File: src/rtl/pcap_pkg.sv
package pcap_pkg;

    // Controller states
    typedef enum logic [2:0] {
        ST_OFF   = 3'd0,
        ST_ARMED = 3'd1,
        ST_SKIP  = 3'd2,
        ST_CAPT  = 3'd3,
        ST_HALT  = 3'd4
    } pcap_state_e;

    // Width of a counter that must hold values 0..max_val
    function automatic int cnt_width(input int max_val);
        return (max_val < 2) ? 1 : $clog2(max_val + 1);
    endfunction

endpackage

File: src/rtl/pcap_pkt_track.sv
module pcap_pkt_track (
    input  logic clk,
    input  logic rst_n,
    input  logic pkt_start,
    input  logic pkt_end,
    output logic busy
);

    logic in_pkt_q;

    always_ff @(posedge clk or negedge rst_n) begin
        if (!rst_n) begin
            in_pkt_q <= 1'b0;
        end else if (pkt_start) begin
            in_pkt_q <= 1'b1;
        end else if (pkt_end) begin
            in_pkt_q <= 1'b0;
        end
    end

    // A packet is under way if it starts now or began earlier and is not ending now
    always_comb begin
        busy = pkt_start || (in_pkt_q && !pkt_end);
    end


    track_end_chk: assert property (@(posedge clk) disable iff (!rst_n)
        (pkt_end && !pkt_start) |=> !in_pkt_q);

endmodule

File: src/rtl/pcap_grace.sv
module pcap_grace #(
    parameter int GRACE_PKTS = 1
) (
    input  logic clk,
    input  logic rst_n,
    input  logic cap_en,
    input  logic cont_mode,
    input  logic frame_mode,
    input  logic end_cap,
    input  logic flag_clr,
    output logic halt_req,
    output logic done_flag,
    output logic done_irq
);
    import pcap_pkg::*;

    localparam int CW = cnt_width(GRACE_PKTS);
    localparam logic [CW:0] LIM_MAX = (CW+1)'(GRACE_PKTS);

    logic [CW-1:0] grace_cnt_q;
    logic          flag_q;
    logic          irq_q;
    logic          flag_live;
    logic          hs_end;
    logic [CW:0]   lim;
    logic [CW:0]   cnt_inc;

    always_comb begin
        hs_end    = end_cap && !cont_mode;
        flag_live = flag_q && !flag_clr;
        lim       = frame_mode ? '0 : LIM_MAX;
        cnt_inc   = {1'b0, grace_cnt_q} + 1'b1;
        if (!hs_end) begin
            halt_req = 1'b0;
        end else if (lim == '0) begin
            halt_req = 1'b1;
        end else if (!flag_live) begin
            halt_req = 1'b0;
        end else begin
            halt_req = (cnt_inc >= lim);
        end
    end

    always_ff @(posedge clk or negedge rst_n) begin
        if (!rst_n) begin
            grace_cnt_q <= '0;
        end else if (!cap_en) begin
            grace_cnt_q <= '0;
        end else if (hs_end) begin
            if (!flag_live || halt_req) begin
                grace_cnt_q <= '0;
            end else begin
                grace_cnt_q <= cnt_inc[CW-1:0];
            end
        end else if (flag_clr) begin
            grace_cnt_q <= '0;
        end
    end

    always_ff @(posedge clk or negedge rst_n) begin
        if (!rst_n) begin
            flag_q <= 1'b0;
            irq_q  <= 1'b0;
        end else begin
            irq_q <= hs_end;
            if (hs_end) begin
                flag_q <= 1'b1;
            end else if (flag_clr) begin
                flag_q <= 1'b0;
            end
        end
    end

    always_comb begin
        done_flag = flag_q;
        done_irq  = irq_q;
    end


    irq_flag_chk: assert property (@(posedge clk) disable iff (!rst_n)
        done_irq |-> done_flag);


    cnt_bound_chk: assert property (@(posedge clk) disable iff (!rst_n)
        ({1'b0, grace_cnt_q} <= LIM_MAX));


    cnt_off_chk: assert property (@(posedge clk) disable iff (!rst_n)
        !cap_en |=> (grace_cnt_q == '0));

endmodule

File: src/rtl/pcap_fsm.sv
module pcap_fsm
    import pcap_pkg::*;
(
    input  logic        clk,
    input  logic        rst_n,
    input  logic        cap_en,
    input  logic        pkt_start,
    input  logic        pkt_end,
    input  logic        busy,
    input  logic        halt_req,
    input  logic        flag_clr,
    output pcap_state_e state_q,
    output logic        cap_gate,
    output logic        end_cap
);

    pcap_state_e state_d;

    // State register
    always_ff @(posedge clk or negedge rst_n) begin
        if (!rst_n) begin
            state_q <= ST_OFF;
        end else begin
            state_q <= state_d;
        end
    end

    // Next-state logic
    always_comb begin
        state_d = state_q;
        unique case (state_q)
            ST_OFF:   state_d = busy ? ST_SKIP : ST_ARMED;
            ST_ARMED: if (pkt_start) state_d = ST_CAPT;
            ST_SKIP:  if (pkt_end)   state_d = ST_ARMED;
            ST_CAPT:  if (pkt_end)   state_d = halt_req ? ST_HALT : ST_ARMED;
            ST_HALT:  if (flag_clr)  state_d = busy ? ST_SKIP : ST_ARMED;
            default:  state_d = ST_OFF;
        endcase
        if (!cap_en) begin
            state_d = ST_OFF;
        end
    end

    // Outputs
    always_comb begin
        cap_gate = cap_en && (((state_q == ST_ARMED) && pkt_start) || (state_q == ST_CAPT));
        end_cap  = cap_en && (state_q == ST_CAPT) && pkt_end;
    end


    off_chk: assert property (@(posedge clk) disable iff (!rst_n)
        !cap_en |=> (state_q == ST_OFF));


    capt_hold_chk: assert property (@(posedge clk) disable iff (!rst_n)
        (state_q == ST_CAPT && cap_en && !pkt_end) |=> (state_q == ST_CAPT));


    skip_gate_chk: assert property (@(posedge clk) disable iff (!rst_n)
        (state_q == ST_SKIP) |-> !cap_gate);

endmodule

File: src/rtl/pcap_halt_ctrl.sv
module pcap_halt_ctrl #(
    parameter int GRACE_PKTS = 1
) (
    input  logic clk,
    input  logic rst_n,
    input  logic cap_en,
    input  logic cont_mode,
    input  logic frame_mode,
    input  logic pkt_start,
    input  logic pkt_end,
    input  logic flag_clr,
    output logic cap_gate,
    output logic done_flag,
    output logic done_irq
);
    import pcap_pkg::*;

    pcap_state_e fsm_state;
    logic        busy;
    logic        halt_req;
    logic        end_cap;

    pcap_pkt_track u_track (
        .clk       (clk),
        .rst_n     (rst_n),
        .pkt_start (pkt_start),
        .pkt_end   (pkt_end),
        .busy      (busy)
    );

    pcap_grace #(.GRACE_PKTS(GRACE_PKTS)) u_grace (
        .clk        (clk),
        .rst_n      (rst_n),
        .cap_en     (cap_en),
        .cont_mode  (cont_mode),
        .frame_mode (frame_mode),
        .end_cap    (end_cap),
        .flag_clr   (flag_clr),
        .halt_req   (halt_req),
        .done_flag  (done_flag),
        .done_irq   (done_irq)
    );

    pcap_fsm u_fsm (
        .clk       (clk),
        .rst_n     (rst_n),
        .cap_en    (cap_en),
        .pkt_start (pkt_start),
        .pkt_end   (pkt_end),
        .busy      (busy),
        .halt_req  (halt_req),
        .flag_clr  (flag_clr),
        .state_q   (fsm_state),
        .cap_gate  (cap_gate),
        .end_cap   (end_cap)
    );


    halt_flag_chk: assert property (@(posedge clk) disable iff (!rst_n)
        (fsm_state == ST_HALT) |-> done_flag);


    cont_quiet_chk: assert property (@(posedge clk) disable iff (!rst_n)
        (cap_gate && pkt_end && cont_mode) |=> !done_irq);


    frame_halt_chk: assert property (@(posedge clk) disable iff (!rst_n)
        (cap_gate && pkt_end && !cont_mode && frame_mode) |=> (fsm_state == ST_HALT));

endmodule

File: config.mk
export PLATFORM = sky130hd
export DESIGN_NAME = pcap_halt_ctrl
export DESIGN_NICKNAME = d
export VERILOG_FILES = /design/src/rtl/pcap_pkg.sv /design/src/rtl/pcap_pkt_track.sv /design/src/rtl/pcap_grace.sv /design/src/rtl/pcap_fsm.sv /design/src/rtl/pcap_halt_ctrl.sv
export SDC_FILE = /design/constraint.sdc
export NUM_CORES = 1
export LEC_CHECK = 0
export ABC_AREA = 1
export CAP_MARGIN = 20
export CORE_AREA = 10 10 47 49
export DETAILED_ROUTE_END_ITERATION = 12
export DIE_AREA = 0 0 57 59
export DONT_BUFFER_PORTS = 1
export SLEW_MARGIN = 10
export SYNTH_ARGS = -nofsm -noshare
export SYNTH_HDL_FRONTEND = slang
export SYNTH_SLANG_ARGS = --single-unit
File: constraint.sdc
create_clock -name clk -period 1.1 [get_ports clk]
set_input_delay 0.11 -clock clk [delete_from_list [all_inputs] [get_ports clk]]
set_output_delay 0.11 -clock clk [all_outputs]
set_load 0.02 [all_outputs]
## Yosys cells after proc, flatten, opt, wreduce, memory -nomap -nowiden

Cells that the tools add are included.

- Bits in registers: 7
- Input port bits: 8
- Output and inout bits: 3

- Add/subtract/negate cells: 1
- Order comparisons: 1
- Eq/ne operators: 9
- Mux-type cells: 19
- Reductions and logical operators: 19

Operator list:

| kind | number |
|---|---|
| 3-bit 2-to-1 mux | 6 |
| 3-bit one-hot mux with 5 select lines | 1 |
| 3-bit inequality test (second input constant) | 4 |
| 1-bit 2-to-1 mux | 11 |
| 1-bit logical AND | 7 |
| 3-bit by 2-bit equality test with 1-bit output (second input constant) | 2 |
| 1-bit zero test | 4 |
| 4-bit AND reduction | 1 |
| 2-bit nonzero test | 2 |
| 3-bit by 1-bit equality test with 1-bit output (second input constant) | 1 |
| 3-bit equality test (second input constant) | 1 |
| 3-bit zero test | 1 |
| 1-bit logical OR | 3 |
| 3-bit by 1-bit inequality test with 1-bit output (second input constant) | 1 |
| 1-bit by 1-bit adder with 2-bit output (second input constant) | 1 |
| 2-bit >= comparator | 1 |
| 2-bit zero test | 1 |
| 2-bit 2-to-1 mux | 1 |

## Longest topological paths before layout

Gate-level depths: netlist (run 1).

- Depth after elaboration: 9
- Gate-level depth with buffers: 8

## Modules after synthesis

A second synthesis (run 1) with hierarchy kept.

- Cell total of the unflattened synthesis: 57
- Area, all modules: 392.9 um2

By module, submodules not included:

| module | instances | cells an instance | area each (um2) | sequential area each (um2) |
|---|---|---|---|---|
| pcap_fsm | 1 | 41 | 262.8 | 75.1 |
| pcap_grace | 1 | 10 | 83.8 | 50.0 |
| pcap_pkt_track | 1 | 6 | 46.3 | 25.0 |

## Least setup slack after synthesis (run 1)

Ideal clock, no wire load.

- Kind: flip-flop to output port
- From: register u_fsm.state_q[2]
- To: output cap_gate
- Arrival time: 912 ps
- Path slack: 78 ps
- Cell stages (with the launch flop): 6
- Cells stage by stage: dfrtp_1 inv_2 nand2_1 inv_1 nand2_1 nor2_1

- Cells in the longest elaborated chain, start to end: 4
- Elaborated cells on any way between the ends: 5
- Those cells by class: eq/ne (2); reduce/logical (3)

RTL lines:

| item | line | source |
|---|---|---|
| start: declaration | pcap_fsm.sv:12 | `output pcap_state_e state_q,` |
| start signal: assignment | pcap_fsm.sv:24 | `state_q <= state_d;` |
| 3-bit by 1-bit equality test with 1-bit output | pcap_fsm.sv:46 | `cap_gate = cap_en && (((state_q == ST_ARMED) && pkt_start) \|\| (state_q == ST_CAPT));` |
| 1-bit logical AND | pcap_fsm.sv:46 |  |
| 1-bit logical OR * | pcap_fsm.sv:46 |  |
| 1-bit logical AND * | pcap_fsm.sv:46 |  |
| end: declaration | pcap_halt_ctrl.sv:12 | `output logic cap_gate,` |

Every way passes the cells marked *; elsewhere a longest branch is shown, timed or not.

## Worst setup path in the final report (run 1)

Same ends and word-level chain as after synthesis.

==> results of run 1 <==
## worst paths after layout
kind                                           to  slack [ns]              start  depth (start not counted)
worst max-delay path                     cap_gate       -0.08   u_fsm.state_q[2]                          6
worst min-delay path             u_fsm.state_q[2]       0.003             cap_en                          2
worst max register to register   u_fsm.state_q[0]       -0.03   u_fsm.state_q[2]                          7
worst min register to register  u_grace.done_flag        0.51  u_grace.done_flag                          2
max in group asynchronous        u_fsm.state_q[0]        0.67              rst_n                          1
min in group asynchronous       u_grace.done_flag        0.19              rst_n                          1
## power by group
group          total (W)  internal [W]  switching (W)
logic           0.000370      0.000167       0.000203
clock network   0.000198      0.000123      0.0000754
registers       0.000328      0.000267      0.0000609
## sequential cells by signal, indices dropped and copies added (netlist names)
| signal | flops |
|---|---|
| u_fsm.state_q | 3 |
| u_track.in_pkt_q | 1 |
| u_grace.done_flag | 1 |
| u_grace.done_irq | 1 |
## critical path: stages (launching register included)
cell and delay [ns]:
dfrtp_1 0.39, inv_2 0.07, nand2_2 0.05, inv_2 0.05, nand2_1 0.04, nor2_1 0.08, buf_4 0.14
## synthesized netlist by cell type, drive strengths merged
| cell type | number | area share (%) |
|---|---|---|
| nand2 | 20 | 22 |
| nand3 | 6 | 12 |
| buf | 1 | 2.1 |
| or2 | 1 | 1.7 |
| nor2 | 8 | 9.1 |
| o21bai | 1 | 2.1 |
| inv | 7 | 7.3 |
| o21ai | 1 | 1.4 |
| dfrtp | 6 | 42 |
## final cells by class
class / instances / area, um2 / share of cell area (%)
multi-input cells: 37 / 186 / 39.5
clock buffers: 3 / 22.5 / 4.77
repair buffers: 8 / 65.1 / 13.8
inverters: 7 / 26.3 / 5.57
flip-flops and latches: 6 / 151 / 32.1
well taps: 16 / 20.0 / 4.24
## timing repair
action	4_1_cts	5_1_grt
hold endpoints to repair	7	0
hold buffers	2	0
setup endpoints to repair	1	4
gates resized for setup	2	4
pin swaps	1	2
buffers inserted	3	0
## cells by family after synthesis
kind of cell | count (synthesis) | share of synthesized area (%)
buf+inv | 8 | 9.44
flops | 6 | 42.0
simple gates | 35 | 45.1
compound gates | 2 | 3.50
## metal layers
layer  wire, um  GRT usage [%]  vias up  share of wire (%)
met4          8           3.02        0               0.94
li1           -              -      174                  -
met2        460           9.46        6                 54
met1        305           4.78      147                 36
met3         79           4.51        2                9.3
met5          0              0        -                  0
## stage by stage
step | hold slack [ns] | instance area, um2 | cells | total power, W
after floorplan | -0.186 | 358 | 51 | 0.000558
after global placement | -0.185 | 393 | 69 | 0.000621
after detailed placement | -0.185 | 393 | 69 | 0.000620
after CTS | 0.00969 | 460 | 77 | 0.000867
after global routing | -0.00129 | 472 | 77 | 0.000983
final | 0.00315 | 472 | 77 | 0.000896
==> out/metrics.cfg, run 1 <==
[cts]
cts_sinks = 6
cts_buffers = 3
ctsHtreeMaxLevel = 1
cts.path.max_buffers = 2
clockRootBuffer = clkbuf_4
cts.clk_slew.worst_paths_ns = 0.04
clk_latency_ns = 0.24
cts_tree = yes

[setup_path]
critPathMaxFanout = 2
worstPathArrival_ns = 1.07
cp.required_ns = 0.99
cp-start-kind = register
worst_setup_path_end_kind = output port
worstSetupPathType = reg2out

[power]
irDropWorstVdd_uv = 779
power.density_mw_per_mm2 = 1900
leakagePower_nw = 0.266

[detailed_routing]
drtIter0Drc = 7
via_per_inst = 4.27
first_pass_iters = 4
wl_per_cell_um = 11.1
routed-via-count = 329
drc_errors = 0
routed_wl_um = 853
postRouteAntennaNets = 0

[sta]
slew-limit-headroom_pct = 80.3
fin_crit_sh_pct = 107
setup_ws_ns = -0.0821
grt_setup_unrepaired = yes
fin_setup_tns_ns = -0.131
hold_violations = 0
worst_pin_slew_ns = 0.295
min_period_ns = 1.18
drv_slew = 0
fmax_mhz = 846
skew_ns = 0.00131
setup_violations = 3

[global_route]
grt_pass1_vias = 322
overflow = 0
gr-usage-all-layers_pct = 5.67
grt_max_degree = 8
grt_antenna_before_repair = 0
grt_first_pass_wirelength_um = 1450

[floorplanning]
fp.dieArea_mm2 = 0.00336
die_h_um = 59
num_rows = 14
die-width_um = 57
start_util_pct = 25.5
core_area_mm2 = 0.00140
ios = 11

[logic_synthesis]
syn_inst = 51
ys_types = 13
seq_area_frac_synth_pct = 42.0
synth_area_um2 = 358
avgSynthCellArea_um2 = 7.02
syn_nets = 59
yosysWarnings = 0
ys_seq_elements = 6

[finish]
mostFrequentLayoutCell = nand2_1
num_antenna_cells = 0
drive_gt1_share_pct = 32.8
syn2layout_area_growth_pct = 31.8
final_cell_mix = nand2_1 (17), buf_4 (6), nor2_1 (5), inv_1 (5), dfrtp_1 (5)
final_nets = 71
nFillCells = 161
post-route-util_pct = 33.7

[place]
gp_congestion = 0.835
dpl_worst_slack_ns = 0.0215
portBuffers = 0
dp_hpwl_um = 628

[outcome]
status = finished, violations left
violations = negative setup slack

[worst_hold_path]
hp-class = in2reg

[flow_run]
cap_violations = 0

Note: power is estimated with default switching activity, not from simulation.
==> run 2, diff against run 1 <==
--- a/config.mk
+++ b/config.mk
@@ -11,6 +11,7 @@
 export DETAILED_ROUTE_END_ITERATION = 12
 export DIE_AREA = 0 0 57 59
 export DONT_BUFFER_PORTS = 1
+export MAX_ROUTING_LAYER = met4
 export SLEW_MARGIN = 10
 export SYNTH_ARGS = -nofsm -noshare
 export SYNTH_HDL_FRONTEND = slang
==> run 2 against run 1 <==
Net effect: the run still ends with negative setup slack left; maximum frequency down 0.16%; non-clock buffer count did not move; design area unchanged; register-to-register slack about the same; cell count is the same; die area unchanged; wire length increased by 0.59%; global-route usage grew 0.16 points; highest routed layer unchanged; clock-buffer cell count unchanged; sequential share of layout area unchanged; hold slack got worse by 0.0023 ns.
==> out/metrics.cfg, run 2 (same netlist as run 1, synthesis figures left out) <==
[sta]
slew-limit-headroom_pct = 80.2  ; -0.087 points
grt_setup_unrepaired = yes
fin_setup_tns_ns = -0.133  ; -0.00115 ns
fmax_mhz = 845  ; -0.16%
worst_pin_slew_ns = 0.296  ; +0.00130 ns
setup_ws_ns = -0.0840  ; -0.00187 ns
min_period_ns = 1.18  ; +0.00187 ns
fin_crit_sh_pct = 108  ; +0.17 points
skew_ns = 0.00129  ; -0.0000173 ns
setup_violations = 3  ; unchanged
hold_violations = 0  ; unchanged
drv_slew = 0  ; unchanged

[finish]
mostFrequentLayoutCell = nand2_1
largest_reg_flops = 3  ; unchanged
syn2layout_area_growth_pct = 31.8  ; unchanged
post-route-util_pct = 33.7  ; unchanged
final_nets = 71  ; unchanged
drive_gt1_share_pct = 32.8  ; unchanged
num_antenna_cells = 0  ; unchanged
instances_no_fill = 77  ; unchanged
top_register = u_fsm.state_q
final_cell_mix = nand2_1 (17), buf_4 (6), nor2_1 (5), inv_1 (5), dfrtp_1 (5)

[power]
power.density_mw_per_mm2 = 1900  ; +0.21%
irDropWorstVdd_uv = 779  ; about the same
leakagePower_nw = 0.266  ; unchanged

[floorplanning]
start_util_pct = 25.5  ; unchanged
die-width_um = 57  ; unchanged
die_h_um = 59  ; unchanged
fp.dieArea_mm2 = 0.00336  ; unchanged
core_area_mm2 = 0.00140  ; unchanged
ios = 11  ; unchanged
num_rows = 14  ; unchanged

[outcome]
violations = negative setup slack
status = finished, violations left

[detailed_routing]
drc_errors = 0  ; unchanged
first_pass_iters = 4  ; unchanged
via_per_inst = 4.32  ; +1.2%
wl_per_cell_um = 11.1  ; +0.59%
postRouteAntennaNets = 0  ; unchanged
drtIter0Drc = 7  ; unchanged
routed_wl_um = 858  ; +0.59%
routed-via-count = 333  ; +1.2%

[setup_path]
worstPathArrival_ns = 1.07  ; about the same
worstSetupPathType = reg2out
cp-start-kind = register
worst_setup_path_end_kind = output port
cp.required_ns = 0.99  ; about the same
critPathMaxFanout = 2  ; unchanged

[cts]
cts.clk_slew.worst_paths_ns = 0.04  ; about the same
cts_tree = yes
clockRootBuffer = clkbuf_4
clk_latency_ns = 0.24  ; about the same
cts_sinks = 6  ; unchanged
cts.path.max_buffers = 2  ; unchanged
cts_buffers = 3  ; unchanged
ctsHtreeMaxLevel = 1  ; unchanged

[place]
dp_hpwl_um = 628  ; unchanged
gp_congestion = 0.848  ; +1.5%
dpl_worst_slack_ns = 0.0215  ; unchanged
placed_cells_incl_taps = 69  ; unchanged
portBuffers = 0  ; unchanged

[global_route]
busiest_layer = met2
grt_pass1_vias = 322  ; unchanged
grt_use_met1_pct = 4.78  ; unchanged
grt_first_pass_wirelength_um = 1450  ; unchanged
grt_max_degree = 8  ; unchanged
grt_antenna_before_repair = 0  ; unchanged
gr-usage-all-layers_pct = 5.83  ; +0.16 points
grt_use_met3_pct = 4.51  ; unchanged
overflow = 0  ; unchanged
use_met2_pct = 9.46  ; unchanged

[flow_run]
cap_violations = 0  ; unchanged

[worst_hold_path]
hp-class = in2reg

==> run 2: cell counts in the layout (fill, tap and decap cells not counted) <==
Identical to the previous run, type by type.
==> run 2: final timing paths <==
check | cells after the start | slack [ns] | endpoint | from
worst max-delay path | 6 | -0.08 | cap_gate | u_fsm.state_q[2]
worst min-delay path | 2 | 0.0009 | u_fsm.state_q[2] | cap_en
worst max register to register | 7 | -0.03 | u_fsm.state_q[0] | u_fsm.state_q[2]
worst min register to register | 2 | 0.51 | u_grace.done_flag | u_grace.done_flag
max in group asynchronous | 1 | 0.67 | u_fsm.state_q[0] | rst_n
min in group asynchronous | 1 | 0.19 | u_grace.done_flag | rst_n
==> run 2: area by class of cell <==
class,count,area (um2)
multi-input combinational,37,186
inverter,7,26.3
timing repair buffer,8,65.1
fill,161,930
sequential,6,151
tap,16,20.0
clock buffer,3,22.5
==> run 2: metrics by stage <==
stage | cell area [um2] | hold WS [ns] | power (W)
global placement | 393 | -0.185 | 0.000621
floorplan | 358 | -0.186 | 0.000558
finish | 472 | 0.000864 | 0.000898
global route | 472 | -0.00129 | 0.000983
CTS | 460 | 0.00969 | 0.000867
detailed placement | 393 | -0.185 | 0.000620
==> run 2: repair_timing <==
| action | in CTS | in global routing |
|---|---|---|
| hold endpoints to repair | 7 | 0 |
| gates resized for setup | 2 | 4 |
| pin swaps | 1 | 2 |
| setup buffers | 3 | 0 |
| endpoints found under the setup margin | 1 | 4 |
| hold buffers | 2 | 0 |
==> run 2: per-layer routing <==
metal  wire, um  up-vias  part of all wire, %
met3         77        4                  9.0
met5          0        -                    0
met4         12        0                  1.4
met1        306      149                   36
met2        461        6                   54
li1           -      174                    -
==> run 2: power breakdown <==
| part | switching, W | internal, W | total, W |
|---|---|---|---|
| registers | 0.0000609 | 0.000267 | 0.000328 |
| logic | 0.000203 | 0.000167 | 0.000370 |
| clock network | 0.0000773 | 0.000123 | 0.000201 |
==> run 2: worst max-delay path, stage by stage, from the launching register on <==
cell and delay (ns):
dfrtp_1 0.39, inv_2 0.07, nand2_2 0.05, inv_2 0.05, nand2_1 0.04, nor2_1 0.08
buf_4 0.14
==> run 3, diff against run 2 <==
--- a/config.mk
+++ b/config.mk
@@ -7,11 +7,14 @@
 export LEC_CHECK = 0
 export ABC_AREA = 1
 export CAP_MARGIN = 20
+export CELL_PAD_IN_SITES_DETAIL_PLACEMENT = 0
+export CELL_PAD_IN_SITES_GLOBAL_PLACEMENT = 2
 export CORE_AREA = 10 10 47 49
 export DETAILED_ROUTE_END_ITERATION = 12
 export DIE_AREA = 0 0 57 59
 export DONT_BUFFER_PORTS = 1
 export MAX_ROUTING_LAYER = met4
+export PLACE_DENSITY_LB_ADDON = 0.1
 export SLEW_MARGIN = 10
 export SYNTH_ARGS = -nofsm -noshare
 export SYNTH_HDL_FRONTEND = slang
==> run 3 against run 2 <==
Net effect: the flow still finishes with violations (negative setup slack); clock power barely moved; wire length rose by 7.8%; first-iteration DRC count fell by 86%; critical path type unchanged; largest cell class unchanged.
==> out/metrics.cfg, run 3 (same netlist as run 1, synthesis figures left out) <==
[global_route]
use_met2_pct = 10.1  ; +0.62 points
overflow = 0  ; unchanged
busiest_layer = met2
grt_use_met1_pct = 6.22  ; +1.4 points
gr-usage-all-layers_pct = 5.92  ; +0.092 points
grt_first_pass_wirelength_um = 1570  ; +8.1%
grt_use_met3_pct = 1.50  ; -3.0 points
grt_pass1_vias = 366  ; +14%
grt_max_degree = 8  ; unchanged
grt_antenna_before_repair = 0  ; unchanged

[sta]
grt_setup_unrepaired = yes
fmax_mhz = 841  ; -0.39%
setup_ws_ns = -0.0886  ; -0.00458 ns
hold_violations = 0  ; unchanged
min_period_ns = 1.19  ; +0.00458 ns
slew-limit-headroom_pct = 80.0  ; -0.14 points
fin_setup_tns_ns = -0.110  ; +0.0224 ns
fin_crit_sh_pct = 108  ; +0.42 points
drv_slew = 0  ; unchanged
setup_violations = 2  ; -1
worst_pin_slew_ns = 0.298  ; +0.00202 ns
skew_ns = 0.00161  ; +0.000318 ns

[cts]
cts_buffers = 3  ; unchanged
clk_latency_ns = 0.24  ; about the same
cts.clk_slew.worst_paths_ns = 0.05  ; about the same
cts_tree = yes
ctsHtreeMaxLevel = 1  ; unchanged
cts.path.max_buffers = 2  ; unchanged
clockRootBuffer = clkbuf_4
cts_sinks = 6  ; unchanged

[setup_path]
cp.required_ns = 0.99  ; about the same
cp-start-kind = register
critPathMaxFanout = 2  ; unchanged
worst_setup_path_end_kind = output port
worstPathArrival_ns = 1.08  ; about the same
worstSetupPathType = reg2out

[floorplanning]
ios = 11  ; unchanged
start_util_pct = 25.5  ; unchanged
die_h_um = 59  ; unchanged
fp.dieArea_mm2 = 0.00336  ; unchanged
num_rows = 14  ; unchanged
die-width_um = 57  ; unchanged
core_area_mm2 = 0.00140  ; unchanged

[power]
irDropWorstVdd_uv = 819  ; +5.2%
power.density_mw_per_mm2 = 1930  ; +1.3%
leakagePower_nw = 0.278  ; +4.4%

[worst_hold_path]
hp-class = in2reg

[finish]
mostFrequentLayoutCell = nand2_1
num_antenna_cells = 0  ; unchanged
final_cell_mix = nand2_1 (15), buf_4 (6), nand2_2 (5), inv_1 (5), dfrtp_1 (5)
drive_gt1_share_pct = 38.1  ; +5.3 points
final_nets = 73  ; +2.8%
largest_reg_flops = 3  ; unchanged
nFillCells = 165  ; +2.5%
post-route-util_pct = 36.1  ; +2.4 points
syn2layout_area_growth_pct = 41.3
top_register = u_fsm.state_q

[place]
dpl_worst_slack_ns = -0.00928  ; -0.0308 ns
gp_congestion = 0.712  ; -16%
dp_hpwl_um = 710  ; +13%
portBuffers = 0  ; unchanged

[detailed_routing]
drc_errors = 0  ; unchanged
first_pass_iters = 3  ; -1
routed_wl_um = 925  ; +7.8%
via_per_inst = 4.39  ; +1.6%
wl_per_cell_um = 11.7  ; +5.1%
routed-via-count = 347  ; +4.2%
drtIter0Drc = 1  ; -6
postRouteAntennaNets = 0  ; unchanged

[outcome]
violations = negative setup slack
status = finished, violations left

[flow_run]
cap_violations = 0  ; unchanged

[run 3: cell types whose count changed in the layout (fill, tap and decap cells not counted)]
cell           change
nor2_4             +1
nand2_1            -2
nor2_1             -1
buf_6              +1
nand2_2            +2
dlygate4sd3_1      +1
[run 3: per-stage QoR]
stage | std cells | hold slack (ns) | total power (W) | cell area (um2)
2_1_floorplan | 51 | -0.186 | 0.000558 | 358
3_3_place_gp | 69 | -0.185 | 0.000634 | 393
3_5_place_dp | 69 | -0.185 | 0.000638 | 393
4_1_cts | 78 | 0.00802 | 0.000963 | 479
5_1_grt | 79 | 0.0241 | 0.00106 | 505
6_report | 79 | 0.0116 | 0.000975 | 505
[run 3: repair_timing]
action,CTS,global route
hold buffers,2,1
endpoints found under the hold margin,7,1
resized for setup,6,5
setup endpoints to repair,3,4
pin swaps,1,2
buffers inserted,4,0
[run 3: path summary, 6_finish.rpt]
kind                       slack, ns              start  cells past startpoint           endpoint
max                            -0.09   u_fsm.state_q[2]                      6           cap_gate
min                             0.01             cap_en                      2   u_fsm.state_q[1]
max reg2reg                    -0.02   u_fsm.state_q[0]                      8   u_fsm.state_q[0]
min reg2reg                     0.50  u_grace.done_flag                      2  u_grace.done_flag
max in group asynchronous       0.66              rst_n                      1   u_fsm.state_q[1]
min in group asynchronous       0.19              rst_n                      1   u_fsm.state_q[2]
[run 3: layer usage]
metal  up-vias  wire [um]
met5         -          0
met2         4        495
met3         2         40
li1        180          -
met4         0          4
met1       161        385
[run 3: power breakdown]
| group | internal (W) | total, W | switching [W] |
|---|---|---|---|
| clock | 0.000123 | 0.000199 | 0.0000756 |
| combinational | 0.000209 | 0.000445 | 0.000236 |
| sequential | 0.000267 | 0.000332 | 0.0000648 |
[run 3: cell type report]
class | instances | area, um2 | area share (%)
flip-flops and latches | 6 | 151 | 30.0
multi-input cells | 37 | 199 | 39.4
inverters | 7 | 26.3 | 5.20
repair buffers | 10 | 86.3 | 17.1
clock buffers | 3 | 22.5 | 4.46
well taps | 16 | 20.0 | 3.96
[run 3: worst max-delay path: stages (launching register included)]
cell	delay, ns
dfrtp_1	0.39
inv_2	0.07
nand2_2	0.05
inv_2	0.06
nand2_2	0.04
nor2_2	0.10
buf_6	0.12
